[config.mk]
export PLATFORM = sky130hd
export DESIGN_NAME = stereo_ser_tx
export DESIGN_NICKNAME = d
export VERILOG_FILES = /design/src/rtl/stx_pkg.sv /design/src/rtl/stx_clk_divider.sv /design/src/rtl/stx_edge_sync.sv /design/src/rtl/stx_pair_store.sv /design/src/rtl/stx_slot_mux.sv /design/src/rtl/stereo_ser_tx.sv
export SDC_FILE = /design/constraint.sdc
export NUM_CORES = 1
export LEC_CHECK = 0
export ABC_AREA = 1
export BUFFER_PORTS_ARGS = -buffer_cell sky130_fd_sc_hd__buf_4
export CAP_MARGIN = 20
export CORE_MARGIN = 4
export CORE_UTILIZATION = 55
export CTS_BUF_LIST = sky130_fd_sc_hd__clkbuf_4 sky130_fd_sc_hd__clkbuf_8
export CTS_CLUSTER_SIZE = 28
export DETAILED_ROUTE_END_ITERATION = 8
export GPL_TIMING_DRIVEN = 1
export PLACE_DENSITY = 0.76
export RECOVER_POWER = 25
export SYNTH_ARGS = -nofsm -noshare
export SYNTH_HDL_FRONTEND = slang
export SYNTH_SLANG_ARGS = --single-unit
[constraint.sdc]
create_clock -name ref_clk -period 7 [get_ports ref_clk]
set_input_delay 1.4 -clock ref_clk [delete_from_list [all_inputs] [get_ports ref_clk]]
set_output_delay 1.4 -clock ref_clk [all_outputs]
set_load 0.02 [all_outputs]
[src/rtl/stx_pkg.sv]
package stx_pkg;

    // Sequencer states of the serial port.
    typedef enum logic [1:0] {
        ST_HOLD        = 2'd0,  // reset and first cycle after it: pads off
        ST_MASTER      = 2'd1,  // clocks generated locally
        ST_SLAVE_ALIGN = 2'd2,  // waiting for first external word-clock rise
        ST_SLAVE_RUN   = 2'd3   // following external clocks
    } port_state_e;

endpackage

[src/rtl/stx_clk_divider.sv]
// Free-running frame counter for master mode; the low bits divide to the
// bit clock, the top bit gives the word clock.
module stx_clk_divider #(
    parameter int CNT_W   = 8,
    parameter int DIV_LOG = 2
) (
    input  logic                     ref_clk,
    input  logic                     rst_n,
    input  logic                     run_i,
    output logic [CNT_W-DIV_LOG-1:0] pos_o,
    output logic                     bclk_o,
    output logic                     wclk_o,
    output logic                     bit_end_o
);

    logic [CNT_W-1:0] cnt_q;

    always_ff @(posedge ref_clk) begin
        if (!rst_n || !run_i) begin
            cnt_q <= '0;
        end else begin
            cnt_q <= cnt_q + 1'b1;
        end
    end

    assign pos_o     = cnt_q[CNT_W-1:DIV_LOG];
    assign bclk_o    = cnt_q[DIV_LOG-1];
    assign wclk_o    = ~cnt_q[CNT_W-1];
    assign bit_end_o = run_i && (&cnt_q[DIV_LOG-1:0]);

endmodule

[src/rtl/stx_edge_sync.sv]
// Multi-stage synchroniser with edge detection for one external clock line.
module stx_edge_sync #(
    parameter int STAGES = 2
) (
    input  logic ref_clk,
    input  logic rst_n,
    input  logic async_i,
    output logic level_o,
    output logic rise_o,
    output logic fall_o
);

    logic [STAGES:0] chain_q;

    always_ff @(posedge ref_clk) begin
        if (!rst_n) begin
            chain_q <= '0;
        end else begin
            chain_q <= {chain_q[STAGES-1:0], async_i};
        end
    end

    assign level_o = chain_q[STAGES-1];
    assign rise_o  = chain_q[STAGES-1] && !chain_q[STAGES];
    assign fall_o  = !chain_q[STAGES-1] && chain_q[STAGES];

endmodule

[src/rtl/stx_pair_store.sv]
// Pending pair (written by the strobe) and active pair (swapped in only on
// a frame load request). next_* shows the pair active after this edge.
module stx_pair_store #(
    parameter int WORD_W = 18
) (
    input  logic              ref_clk,
    input  logic              rst_n,
    input  logic              cap_i,
    input  logic [WORD_W-1:0] cap_l_i,
    input  logic [WORD_W-1:0] cap_r_i,
    input  logic              load_i,
    output logic [WORD_W-1:0] next_l_o,
    output logic [WORD_W-1:0] next_r_o,
    output logic [WORD_W-1:0] act_l_o,
    output logic [WORD_W-1:0] act_r_o
);

    logic [WORD_W-1:0] pend_l_q, pend_r_q;
    logic [WORD_W-1:0] act_l_q, act_r_q;
    logic              pend_full_q;
    logic              take;

    assign take     = load_i && pend_full_q;
    assign next_l_o = take ? pend_l_q : act_l_q;
    assign next_r_o = take ? pend_r_q : act_r_q;
    assign act_l_o  = act_l_q;
    assign act_r_o  = act_r_q;

    always_ff @(posedge ref_clk) begin
        if (!rst_n) begin
            pend_l_q    <= '0;
            pend_r_q    <= '0;
            act_l_q     <= '0;
            act_r_q     <= '0;
            pend_full_q <= 1'b0;
        end else begin
            if (take) begin
                act_l_q <= pend_l_q;
                act_r_q <= pend_r_q;
            end
            if (cap_i) begin
                pend_l_q    <= cap_l_i;
                pend_r_q    <= cap_r_i;
                pend_full_q <= 1'b1;
            end else if (take) begin
                pend_full_q <= 1'b0;
            end
        end
    end

endmodule

[src/rtl/stx_slot_mux.sv]
// Selects the bit for a frame position: top position bit picks the
// channel, the rest index a zero-padded, MSB-first slot.
module stx_slot_mux #(
    parameter int WORD_W = 18,
    parameter int SLOT_W = 32,
    parameter int POS_W  = 6
) (
    input  logic [POS_W-1:0]  pos_i,
    input  logic [WORD_W-1:0] left_i,
    input  logic [WORD_W-1:0] right_i,
    output logic              bit_o
);

    localparam int SLOT_LOG = $clog2(SLOT_W);
    localparam int PAD_W    = SLOT_W - WORD_W;

    logic [SLOT_LOG-1:0] idx;
    logic [WORD_W-1:0]   word;
    logic [SLOT_W-1:0]   slot_vec;

    assign idx      = pos_i[SLOT_LOG-1:0];
    assign word     = pos_i[SLOT_LOG] ? right_i : left_i;
    assign slot_vec = {word, {PAD_W{1'b0}}};
    assign bit_o    = slot_vec[~idx];

endmodule

[src/rtl/stereo_ser_tx.sv]
module stereo_ser_tx #(
    parameter int WORD_W      = 18,
    parameter int SLOT_W      = 32,
    parameter int BCLK_DIV    = 4,
    parameter int SYNC_STAGES = 2
) (
    input  logic              ref_clk,
    input  logic              rst_n,
    input  logic              strap_i,
    input  logic              smp_valid,
    input  logic [WORD_W-1:0] smp_left,
    input  logic [WORD_W-1:0] smp_right,
    input  logic              bclk_i,
    input  logic              wclk_i,
    output logic              ser_out,
    output logic              ser_oe,
    output logic              bclk_o,
    output logic              wclk_o,
    output logic              clk_oe
);
    import stx_pkg::*;

    localparam int FRAME_BITS = 2 * SLOT_W;
    localparam int POS_W      = $clog2(FRAME_BITS);
    localparam int DIV_LOG    = $clog2(BCLK_DIV);
    localparam int CNT_W      = POS_W + DIV_LOG;
    localparam logic [POS_W-1:0] POS_LAST  = POS_W'(FRAME_BITS - 1);
    localparam logic [POS_W-1:0] POS_RIGHT = POS_W'(SLOT_W);

    port_state_e       state_q, state_d;
    logic              slave_q;
    logic [POS_W-1:0]  pos_q, launch_pos, div_pos;
    logic              launch, frame_load, mux_bit, ser_q;
    logic              div_bclk, div_wclk, div_bit_end, run_master;
    logic [1:0]        ext_raw, ext_lvl, ext_rise, ext_fall;
    logic              bk_rise, wc_rise, wc_fall;
    logic [WORD_W-1:0] next_l, next_r, act_l, act_r;

    // ---------------- mode strap ----------------
    always_ff @(posedge ref_clk) begin
        if (!rst_n) begin
            slave_q <= strap_i;
        end
    end

    // ---------------- master clock divider ----------------
    assign run_master = (state_q == ST_MASTER);

    stx_clk_divider #(.CNT_W(CNT_W), .DIV_LOG(DIV_LOG)) u_div (
        .ref_clk   (ref_clk),
        .rst_n     (rst_n),
        .run_i     (run_master),
        .pos_o     (div_pos),
        .bclk_o    (div_bclk),
        .wclk_o    (div_wclk),
        .bit_end_o (div_bit_end)
    );

    // ---------------- slave clock synchronisers ----------------
    assign ext_raw = {wclk_i, bclk_i};

    for (genvar g = 0; g < 2; g++) begin : g_sync
        stx_edge_sync #(.STAGES(SYNC_STAGES)) u_sync (
            .ref_clk (ref_clk),
            .rst_n   (rst_n),
            .async_i (ext_raw[g]),
            .level_o (ext_lvl[g]),
            .rise_o  (ext_rise[g]),
            .fall_o  (ext_fall[g])
        );
    end

    assign bk_rise = ext_rise[0];
    assign wc_rise = ext_rise[1];
    assign wc_fall = ext_fall[1];

    // ---------------- sequencer: state register ----------------
    always_ff @(posedge ref_clk) begin
        if (!rst_n) begin
            state_q <= ST_HOLD;
        end else begin
            state_q <= state_d;
        end
    end

    // ---------------- sequencer: next state ----------------
    always_comb begin
        state_d = state_q;
        unique case (state_q)
            ST_HOLD:        state_d = slave_q ? ST_SLAVE_ALIGN : ST_MASTER;
            ST_SLAVE_ALIGN: if (wc_rise) state_d = ST_SLAVE_RUN;
            ST_MASTER:      state_d = ST_MASTER;
            ST_SLAVE_RUN:   state_d = ST_SLAVE_RUN;
        endcase
    end

    // ---------------- bit launch decision ----------------
    // Master: launch at the reference edge where the bit clock falls.
    // Slave: launch the next position after each detected bit-clock rise;
    // word-clock edges re-anchor the position to a slot start.
    always_comb begin
        launch     = 1'b0;
        launch_pos = pos_q;
        unique case (state_q)
            ST_HOLD: begin
                launch = 1'b0;
            end
            ST_MASTER: begin
                if (div_bit_end) begin
                    launch     = 1'b1;
                    launch_pos = div_pos + 1'b1;
                end
            end
            ST_SLAVE_ALIGN: begin
                if (wc_rise) begin
                    launch     = 1'b1;
                    launch_pos = '0;
                end
            end
            ST_SLAVE_RUN: begin
                if (wc_rise) begin
                    launch     = 1'b1;
                    launch_pos = '0;
                end else if (wc_fall) begin
                    launch     = 1'b1;
                    launch_pos = POS_RIGHT;
                end else if (bk_rise) begin
                    launch     = 1'b1;
                    launch_pos = pos_q + 1'b1;
                end
            end
        endcase
    end

    // A pair is taken only when the position moves onto the left-slot start.
    assign frame_load = launch && (launch_pos == '0) && (pos_q != '0);

    stx_pair_store #(.WORD_W(WORD_W)) u_store (
        .ref_clk  (ref_clk),
        .rst_n    (rst_n),
        .cap_i    (smp_valid),
        .cap_l_i  (smp_left),
        .cap_r_i  (smp_right),
        .load_i   (frame_load),
        .next_l_o (next_l),
        .next_r_o (next_r),
        .act_l_o  (act_l),
        .act_r_o  (act_r)
    );

    stx_slot_mux #(.WORD_W(WORD_W), .SLOT_W(SLOT_W), .POS_W(POS_W)) u_mux (
        .pos_i   (launch_pos),
        .left_i  (next_l),
        .right_i (next_r),
        .bit_o   (mux_bit)
    );

    // ---------------- outputs process ----------------
    always_ff @(posedge ref_clk) begin
        if (!rst_n) begin
            pos_q <= POS_LAST;
            ser_q <= 1'b0;
        end else if (launch) begin
            pos_q <= launch_pos;
            ser_q <= mux_bit;
        end
    end

    assign ser_out = ser_q;
    assign ser_oe  = (state_q != ST_HOLD);
    assign clk_oe  = run_master;
    assign bclk_o  = run_master && div_bclk;
    assign wclk_o  = run_master && div_wclk;

endmodule

==> results of run 1 <==
## Yosys cell counts (all sizes together), types with 3 or more instances
cell	count	area, µm²
clkbuf	20	75.1
a21oi	41	209
nor2	109	435
inv	48	180
nand2	119	462
ha	4	50.1
dfxtp	96	1920
o21ai	60	300
buf	16	108
nand3	78	413
nand4	30	188
clkinv	3	11.3
## report_power, final
group	leakage [nW]	internal, mW	switching, mW
Combinational	1.30	0.0874	0.165
Sequential	0.796	0.577	0.0235
Clock	0.0996	0.181	0.194
Total	2.19	0.846	0.383
## through the flow
stage          util [%]  setup WS, ns  total power [mW]
2_1_floorplan         -          4.57             0.790
3_3_place_gp       60.8          3.15             0.859
3_5_place_dp       61.1          3.04             0.864
4_1_cts            63.8          2.98              1.24
5_1_grt            63.7          2.40              1.30
6_report           63.7          2.97              1.23
## per-layer routing
layer	GRT usage (%)	share of wire [%]	vias up
li1	-	-	2110
met4	6.92	1.8	0
met5	0	0	-
met3	3.23	5.0	17
met2	37.3	47	103
met1	29.5	46	1903
## cells by family after synthesis
logic type	after synthesis	share of synthesized area, %
simple gates	338	34.2
flops	97	44.1
fa+ha+maj	4	1.13
buf+inv	87	8.46
xor+xnor	2	0.396
compound gates	102	11.7
## flip-flops by register name, indices dropped and copies added (netlist names), 2 cells and up
name,cells
u_store.act_l_o,18
u_store.act_r_o,18
u_store.pend_l_q,18
u_store.pend_r_q,18
u_div.cnt_q,8
g_sync.u_sync.chain_q,6
pos_q,6
state_q,2
## worst max-delay path: cells and delay by family, from the launching register on
family	cells	cell delay, ns
DFF	1	0.37
adders and majority gates	1	0.36
buffers and inverters	1	0.04
AOI/OAI and AO/OA	3	0.76
and+or+nand+nor	13	2.39
## layout make-up
type,count,share of cell area [%]
Sequential cell,97,39.4
Tap cell,102,2.58
Clock buffer,11,2.93
Timing Repair Buffer,48,7.53
Clock inverter,5,1.26
Multi-Input combinational cell,446,42.4
Inverter,51,3.87
## path summary, 6_finish.rpt
| path | from | cells after the start | to | slack [ns] |
|---|---|---|---|---|
| setup / recovery | u_div.cnt_q[0]$_SDFF_PP0_ | 18 | ser_out$_SDFFE_PN0P_ | 2.97 |
| hold reg to reg | g_sync[0].u_sync.chain_q[0]$_SDFF_PN0_ | 2 | g_sync[0].u_sync.chain_q[1]$_SDFF_PN0_ | 0.44 |
| hold / removal | g_sync[0].u_sync.chain_q[0]$_SDFF_PN0_ | 2 | g_sync[0].u_sync.chain_q[1]$_SDFF_PN0_ | 0.44 |
| setup reg to reg | u_div.cnt_q[0]$_SDFF_PP0_ | 18 | ser_out$_SDFFE_PN0P_ | 2.97 |
## cells in the final DEF (no fill, tap or decap), types with 3 or more instances in the layout
master,count
clkbuf_8,10
nand4_1,30
inv_1,43
o21ai_0,54
o21ai_1,6
dfxtp_1,96
nand2_2,3
inv_2,5
nor2_1,104
buf_4,44
nand3_1,75
clkinv_1,3
nand2_1,115
a21oi_1,40
ha_1,4
nor2_2,4
==> reports/qor.txt, run 1 <==
Share of cells above drive strength 1 -> 12.3%
Fillers -> 728
Fmax -> 248 MHz
Average instance area after synthesis -> 7.02 µm²
Antenna violations before repair -> 0
Initial detailed-routing violation count -> 258
Netlist Area Pre-Place -> 4420 µm²
Hpwl dp -> 7320 µm
Yosys warns -> 0
Worst slew pin tran -> 1.92 ns
CP peak stage delay -> 0.76 ns
Crit path cell chain -> ha_1 > o21ai_0 > nand2_1 > nand2_1 > clkinv_1 > nand3_1 > nor2_1 > nand2_2 > nor2_8 > nand3_2 > o21ai_0 > nand2_1 > nand3_1 > nand3_1 > nand3_1 > nand3_1 > nand3_1 > a21oi_2
Nets -> 699
Post-route cell area -> 4950 µm²
CP max stage cell -> nand3_2
WL final -> 10400 µm
Prevailing post-synth register cell -> dfxtp_1
DRT Pass-1 Iters -> 5
Root buffer cell -> clkbuf_8
Total gr overflow -> 0
Placed cell area -> 4750 µm²
Post-CTS Resized -> 0
Static Leakage -> 2.19 nW
Ant. Diodes -> 0
Clk slew on worst S/H paths -> 0.09 ns
Wirelength per Cell -> 13.6 µm
Non-filler cells, final -> 760
Slew headroom -> -27.9%
CTS Hold Bufs -> 0
Fin crit share -> 57.6%
VDD IR max -> 0.134 mV
Sum Neg Setup Slack -> 0 ns
Power Density -> 248 nW/µm²
Antenna-violating nets left -> 0
Register Area -> 1950 µm²
Die W -> 97.7 µm
Number of global-route vias before repair -> 3867
Number of synthesized flops with an enable pin -> 1
Multi-input gate area -> 2100 µm²
Synth Register Bits -> 97
Final hold slack -> 0.438 ns
WP data arrival -> 4.27 ns
Placeable Area -> 7770 µm²
Final Setup Violations -> 0
Netlist cell types -> 29
IO Pins -> 47
Die span in y -> 97.7 µm
Post-CTS Setup Bufs -> 0
Mapped Cells -> 630
Clk buf depth -> 2
Setup crit end kind -> flop
Htree depth -> 3
Most used cell, CP -> nand3_1
Total die area -> 9540 µm²
Gpl congestion -> 0.929
TritonCTS clock tree -> done
First-pass GRT wire length -> 17800 µm
Status -> complete, but fails checks
Worst Setup Start Kind -> flop
WS Path Type -> flop to flop
Sequential fraction of the synthesis area -> 44.1%
Worst-Skew Late Latency -> 0.35 ns
Skew final -> 0.0103 ns
Final min period -> 4.03 ns
Worst hold-check path type -> flop to flop
Number of remaining DRC errors -> 0
Vias -> 4133
Starting Density -> 56.9%
Number of max-cap violations -> 1
Fraction of registers with async set/reset -> 0%
Area grow syn2layout -> 11.9%
Crit path max fanout -> 47
Mapped Nets -> 676
Largest net degree at the start of global routing -> 53
Critical Path RT -> 7.24 ns
Tot GR Track Use -> 22.2%
Port buffer count -> 46
Placement Rows -> 32
Max-slew violations -> 53
Fin. Hold Viols -> 0
CTS buffer count -> 9
Dpl cells -> 744
Unrepaired setup endpoints after global routing -> no
CTS sink cnt -> 97
Vias per cell -> 5.44
Failing checks -> capacitance limit, slew limit
Note: power is estimated with default switching activity, not from simulation.
==> run 2, diff against run 1 <==
--- a/config.mk
+++ b/config.mk
@@ -5,7 +5,7 @@
 export SDC_FILE = /design/constraint.sdc
 export NUM_CORES = 1
 export LEC_CHECK = 0
-export ABC_AREA = 1
+export ABC_AREA = 0
 export BUFFER_PORTS_ARGS = -buffer_cell sky130_fd_sc_hd__buf_4
 export CAP_MARGIN = 20
 export CORE_MARGIN = 4
@@ -14,7 +14,7 @@
 export CTS_CLUSTER_SIZE = 28
 export DETAILED_ROUTE_END_ITERATION = 8
 export GPL_TIMING_DRIVEN = 1
-export PLACE_DENSITY = 0.76
+export PLACE_DENSITY = 0.79
 export RECOVER_POWER = 25
 export SYNTH_ARGS = -nofsm -noshare
 export SYNTH_HDL_FRONTEND = slang
==> constraint.sdc (replaced) <==
create_clock -name ref_clk -period 3.3 [get_ports ref_clk]
set_input_delay 0.66 -clock ref_clk [delete_from_list [all_inputs] [get_ports ref_clk]]
set_output_delay 0.66 -clock ref_clk [all_outputs]
set_load 0.02 [all_outputs]
==> run 2 against run 1 <==
  * The flow now finishes without violations
  * Final cell count down 14%
  * Combinational power up 20%
  * Sequential cell count unchanged
  * Worst setup slack worse by 2.7 ns
  * Critical path depth down 9
  * Non-clock buffer count up 8
  * Fmax up 33%
  * Die area up 0.42%
  * Hold slack better by 0.0061 ns
  * Synthesized cell count down 19%
  * Clock-buffer cell count down 1
  * Total power up 96%
  * Critical path type unchanged
  * Critical endpoint unchanged
  * Largest cell class unchanged
==> reports/qor.txt, run 2 <==
Wirelength per Cell -> 14.6 µm (+6.9%)
Critical Path RT -> 3.55 ns (-3.69 ns)
CTS sink cnt -> 97 (unchanged)
Initial detailed-routing violation count -> 220 (-15%)
Synth Register Bits -> 97 (unchanged)
Sum Neg Setup Slack -> 0 ns (unchanged)
TritonCTS clock tree -> done
P_int -> 1.79 mW (+110%)
Area grow syn2layout -> 13.5%
Htree depth -> 3 (unchanged)
Port buffer count -> 46 (unchanged)
WP data arrival -> 3.29 ns (-0.98 ns)
Mapped Nets -> 556 (-18%)
Fraction of registers with async set/reset -> 0% (unchanged)
Fmax -> 329 MHz (+33%)
Die span in y -> 97.9 µm (+0.21%)
Yosys warns -> 0 (unchanged)
Worst slew pin tran -> 0.948 ns (-0.971 ns)
Skew final -> 0.00984 ns (-0.000499 ns)
Total gr overflow -> 0 (unchanged)
IO Pins -> 47 (unchanged)
Average instance area after synthesis -> 8.71 µm² (+24%)
Prevailing post-synth register cell -> dfxtp_1
WS Path Type -> flop to flop
Post-route cell area -> 5040 µm² (+1.9%)
DRT Pass-1 Iters -> 4 (-1)
Synth top area cells -> dfxtp_1, mux2i_1, nand2_1
Largest area contributor in the netlist -> dfxtp_1
Clk buf depth -> 2 (unchanged)
Antenna violations before repair -> 0 (unchanged)
Number of synthesized flops with an enable pin -> 1 (unchanged)
Antenna-violating nets left -> 0 (unchanged)
Commonest non-fill, non-tap cell in the layout -> dfxtp_1
VDD IR max -> 0.385 mV (+190%)
Final hold slack -> 0.444 ns (+0.00613 ns)
Vias -> 3626 (-12%)
Power Density -> 477 nW/µm² (+92%)
P_sw -> 611 µW (+60%)
CP peak stage delay -> 0.52 ns (-0.24 ns)
Placement Rows -> 32 (unchanged)
Worst Setup Start Kind -> flop
Sequential fraction of the synthesis area -> 43.9% (-0.20 points)
Post-Synth XOR/XNOR Area -> 1.77% (+1.4 points)
CTS buffer count -> 9 (unchanged)
Status -> finished, final reports clean
Max-slew violations -> 0 (-100%)
Ant. Diodes -> 0 (unchanged)
Netlist Area Pre-Place -> 4440 µm² (+0.45%)
Placed cell area -> 4820 µm² (+1.5%)
CTS Hold Bufs -> 0 (unchanged)
Tot GR Track Use -> 20.2% (-2.0 points)
Setup crit end kind -> flop
Vias per cell -> 5.58 (+2.6%)
Fin. Hold Viols -> 0 (unchanged)
Clk slew on worst S/H paths -> 0.09 ns (about the same)
Root buffer cell -> clkbuf_8
Dpl cells -> 635 (-15%)
Crit path cell chain -> nor2b_4 > a21o_4 > o221ai_2 > nor4_4 > nand3_2 > mux2_1 > a221oi_2 > nor4_1 > a311o_1
Cell family with most CP delay -> simple AND/OR/NAND/NOR gates
Hpwl dp -> 6910 µm (-5.6%)
Crit path max fanout -> 11 (-77%)
Most frequent cells in the layout -> dfxtp_1, nand2_1, nor2_1
Mapped Cells -> 510 (-19%)
Worst hold-check path type -> flop to flop
Non-filler cells, final -> 650 (-14%)
Synth top area share -> 43.3% (-0.20 points)
WL final -> 9470 µm (-8.5%)
Main combinational cell family by area after synthesis -> simple AND/OR/NAND/NOR gates
Share of cells above drive strength 1 -> 16.4% (+4.1 points)
Clock power share -> 35.5% (+5.0 points)
Sw Ratio -> 25.4% (-5.7 points)
Static Leakage -> 2.05 nW (-6.6%)
Slew headroom -> 36.7% (+65 points)
Final Setup Violations -> 0 (unchanged)
Gpl congestion -> 0.908 (-2.2%)
Synth Area in Adders -> 1.13% (-0.0051 points)
Starting Density -> 56.9% (about the same)
Number of global-route vias before repair -> 3464 (-10%)
Post-Synth Simple-Gate Area -> 21.1% (-13 points)
Buf/Inv on CP -> 0 (-1)
Synth Area in Compound Gates -> 14.3% (+2.6 points)
Netlist cell types -> 68 (+130%)
Worst-Skew Late Latency -> 0.36 ns (about the same)
Combinational share of power -> 12.6% (-8.0 points)
Post-synthesis mux area share -> 12.9% (+13 points)
Number of max-cap violations -> 0 (-1)
Placeable Area -> 7810 µm² (+0.52%)
Nets -> 590 (-16%)
CP max stage cell -> dfxtp_1
Final min period -> 3.04 ns (-0.994 ns)
Top cells by count, synth -> dfxtp_1, nand2_1, nor2_1
Largest net degree at the start of global routing -> 47 (-11%)
Die W -> 97.9 µm (+0.21%)
Fraction of power consumed by sequential logic -> 51.9% (+3.0 points)
Total die area -> 9580 µm² (+0.42%)
First-pass GRT wire length -> 16000 µm (-9.9%)
Fin crit share -> 92.1% (+34 points)
Unrepaired setup endpoints after global routing -> no
Number of remaining DRC errors -> 0 (unchanged)
Most instantiated library cell after synthesis -> dfxtp_1
Total power -> 2.40 mW (+96%)
run 2: final cells by class:
class | instances | area (µm²)
Timing Repair Buffer | 56 | 417
Tap cell | 102 | 128
Clock buffer | 10 | 138
Sequential cell | 97 | 1950
Clock inverter | 5 | 86.3
Multi-Input combinational cell | 368 | 2280
Inverter | 12 | 45.0
Fill cell | 678 | 2770
run 2: cell families (layout without fill, tap and decap cells):
logic type | Yosys count | in the layout
compound gates | 96 | 96
xor+xnor | 9 | 9
fa+ha+maj | 4 | 4
buf+inv | 45 | 83
flops | 97 | 97
mux | 55 | 55
simple gates | 204 | 204
run 2: final timing paths:
check | slack (ns) | startpoint | endpoint | cells past startpoint
max | 0.26 | state_q[0]$_SDFFE_PN0P_ | ser_out$_SDFFE_PN0P_ | 9
min | 0.44 | g_sync[1].u_sync.chain_q[0]$_SDFF_PN0_ | g_sync[1].u_sync.chain_q[1]$_SDFF_PN0_ | 1
min reg2reg | 0.44 | g_sync[1].u_sync.chain_q[0]$_SDFF_PN0_ | g_sync[1].u_sync.chain_q[1]$_SDFF_PN0_ | 1
max reg2reg | 0.26 | state_q[0]$_SDFFE_PN0P_ | ser_out$_SDFFE_PN0P_ | 9
run 2: per-stage QoR:
step                      setup WS [ns]  util [%]
after floorplan                   0.604         -
after global placement            0.330      61.7
after CTS                         0.235      64.6
after global routing             0.0487      64.6
final                             0.260      64.6
after detailed placement          0.256      61.7
run 2: power groups by stage:
stage / Combinational [mW] / Sequential [mW] / Clock (mW)
after global routing: 0.337 / 1.25 / 0.931
after floorplan: 0.220 / 1.26 / 0
after global placement: 0.300 / 1.27 / 0
final: 0.303 / 1.25 / 0.854
after detailed placement: 0.305 / 1.27 / 0
after CTS: 0.305 / 1.25 / 0.872
run 2: layer usage:
metal | GRT usage (%) | routed length (µm)
met4 | 7.35 | 197
met3 | 3.93 | 311
met2 | 34.6 | 4710
met5 | 0 | 0
met1 | 25.3 | 4250
run 2: repair_timing:
action / 4_1_cts / 5_1_grt
setup endpoints to repair: 0 / 1
setup buffers: 0 / 0
gates resized for setup: 0 / 1
==> run 3, diff against run 2 <==
==> constraint.sdc (replaced) <==
create_clock -name ref_clk -period 3.3 [get_ports ref_clk]
set_input_delay 0.66 -clock ref_clk [delete_from_list [all_inputs] [get_ports ref_clk]]
set_output_delay 0.66 -clock ref_clk [all_outputs]
set_load 0.05 [all_outputs]
==> run 3 against run 2 <==
  * Non-clock buffer count is 1 lower
  * Sequential share of layout area is 0.29 points higher
  * Global-route usage is 0.099 points higher
  * Hold slack hardly changed
  * Critical endpoint unchanged
==> reports/qor.txt, run 3 (synthesized netlist as in run 2, its figures left out) <==
Antenna violations before repair -> 0 (unchanged)
WS Path Type -> flop to flop
Final Setup Violations -> 0 (unchanged)
P_sw -> 657 µW (+7.4%)
CTS Hold Bufs -> 0 (unchanged)
CTS sink cnt -> 97 (unchanged)
Unrepaired setup endpoints after global routing -> no
Slew headroom -> 36.6% (-0.12 points)
TritonCTS clock tree -> done
Die span in y -> 97.9 µm (unchanged)
Tot GR Track Use -> 20.3% (+0.099 points)
IO Pins -> 47 (unchanged)
Die W -> 97.9 µm (unchanged)
Gpl congestion -> 0.913 (+0.53%)
CP max stage cell -> a211oi_2
Clk buf depth -> 2 (unchanged)
Clock power share -> 32.0% (-3.5 points)
Placeable Area -> 7810 µm² (unchanged)
Placement Rows -> 32 (unchanged)
Ant. Diodes -> 0 (unchanged)
Status -> finished, final reports clean
Final hold slack -> 0.444 ns (+0.0000420 ns)
Skew final -> 0.00854 ns (-0.00129 ns)
Pre-CTS setup slack -> 0.124 ns (-0.132 ns)
Port buffer count -> 46 (unchanged)
Crit path max fanout -> 11 (unchanged)
CTS buffer count -> 9 (unchanged)
Critical Path RT -> 3.56 ns (about the same)
Root buffer cell -> clkbuf_8
Htree depth -> 3 (unchanged)
Post-CTS Resized -> 0 (unchanged)
Most frequent cells in the layout -> nand2_1, dfxtp_1, nor2_1
Vias -> 3615 (-0.30%)
Worst slew pin tran -> 0.950 ns (+0.00173 ns)
VDD IR max -> 0.347 mV (-10%)
Fin crit share -> 91.4% (-0.72 points)
Vias per cell -> 5.56 (-0.30%)
Crit path cell chain -> ha_1 > nand4_1 > a21boi_0 > o211ai_1 > a211oi_2 > nand3_4 > mux2_2 > a221oi_1 > nor4_1 > a311o_1
Fmax -> 332 MHz (+0.79%)
Fin. Hold Viols -> 0 (unchanged)
CP peak stage delay -> 0.46 ns (-0.06 ns)
Number of global-route vias before repair -> 3522 (+1.7%)
Wirelength per Cell -> 14.7 µm (+0.70%)
Initial detailed-routing violation count -> 176 (-20%)
First-pass GRT wire length -> 16100 µm (+0.74%)
Setup ws final -> 0.284 ns (+0.0239 ns)
WL final -> 9530 µm (+0.70%)
Worst Setup Start Kind -> flop
Starting Density -> 56.9% (unchanged)
Final min period -> 3.02 ns (-0.0239 ns)
Total die area -> 9580 µm² (unchanged)
Clk slew on worst S/H paths -> 0.10 ns (about the same)
Antenna-violating nets left -> 0 (unchanged)
Post-CTS Setup Bufs -> 0 (unchanged)
Static Leakage -> 2.03 nW (-0.83%)
Share of cells above drive strength 1 -> 16.6% (+0.18 points)
Number of remaining DRC errors -> 0 (unchanged)
Nets -> 589 (-0.17%)
Power Density -> 459 nW/µm² (-3.7%)
WP data arrival -> 3.28 ns (about the same)
Fillers -> 676 (-0.29%)
Sum Neg Setup Slack -> 0 ns (unchanged)
DRT Pass-1 Iters -> 4 (unchanged)
Fraction of power consumed by sequential logic -> 54.3% (+2.4 points)
Hpwl dp -> 6940 µm (+0.41%)
Number of max-cap violations -> 0 (unchanged)
Worst-Skew Late Latency -> 0.37 ns (about the same)
Largest net degree at the start of global routing -> 47 (unchanged)
Area grow syn2layout -> 12.7%
Total gr overflow -> 0 (unchanged)
Utilization after layout -> 64.1% (-0.43 points)
P_int -> 1.64 mW (-8.3%)
Combinational share of power -> 13.6% (+1.0 points)
Setup crit end kind -> flop
Max-slew violations -> 0 (unchanged)
Worst hold-check path type -> flop to flop
Sw Ratio -> 28.5% (+3.1 points)
-- run 3: cell types whose count changed in the layout (fill, tap and decap cells not counted), sizes merged --
cell    delta
buf        -1
inv        +2
clkinv     +1
bufinv     -2
-- run 3: layout make-up --
cell class	instances	area (µm²)	share of cell area [%]
Clock buffer	10	131	2.62
Clock inverter	6	57.6	1.15
Multi-Input combinational cell	368	2280	45.6
Timing Repair Buffer	55	409	8.17
Sequential cell	97	1950	39.0
Tap cell	102	128	2.55
Inverter	12	45.0	0.900
-- run 3: per-stage QoR --
step	cells	power [mW]	instance area (µm²)
floorplan	510	1.49	4440
global placement	634	1.58	4810
detailed placement	634	1.59	4810
CTS	650	2.32	5000
global route	650	2.41	5010
finish	650	2.30	5010
-- run 3: path summary, 6_finish.rpt --
path | start | end | slack [ns] | depth (start not counted)
min reg2reg | g_sync[0].u_sync.chain_q[0]$_SDFF_PN0_ | g_sync[0].u_sync.chain_q[1]$_SDFF_PN0_ | 0.44 | 1
min | g_sync[0].u_sync.chain_q[0]$_SDFF_PN0_ | g_sync[0].u_sync.chain_q[1]$_SDFF_PN0_ | 0.44 | 1
max reg2reg | u_div.cnt_q[2]$_SDFF_PP0_ | ser_out$_SDFFE_PN0P_ | 0.28 | 10
max | u_div.cnt_q[2]$_SDFF_PP0_ | ser_out$_SDFFE_PN0P_ | 0.28 | 10
-- run 3: routing by layer --
layer / GRT usage, % / routed length (µm) / vias to the layer above
li1: - / - / 1827
met1: 24.9 / 4160 / 1708
met2: 35.4 / 4870 / 65
met3: 3.86 / 376 / 15
met4: 7.45 / 130 / 0
met5: 0 / 0 / -
-- run 3: worst max-delay path: cells and delay by family (launching register included) --
family | cells | cell delay, ns
AO/OA/AOI/OAI | 5 | 1.42
multiplexers | 1 | 0.34
flip-flops | 1 | 0.45
AND/OR/NAND/NOR | 3 | 0.41
adder cells (fa/ha/maj) | 1 | 0.28
-- run 3: power groups by stage --
stage          combinational [mW]  sequential, mW  clock [mW]
2_1_floorplan               0.230            1.26           0
3_3_place_gp                0.306            1.27           0
3_5_place_dp                0.312            1.28           0
4_1_cts                     0.314            1.25       0.760
5_1_grt                     0.343            1.26       0.811
6_report                    0.314            1.25       0.737
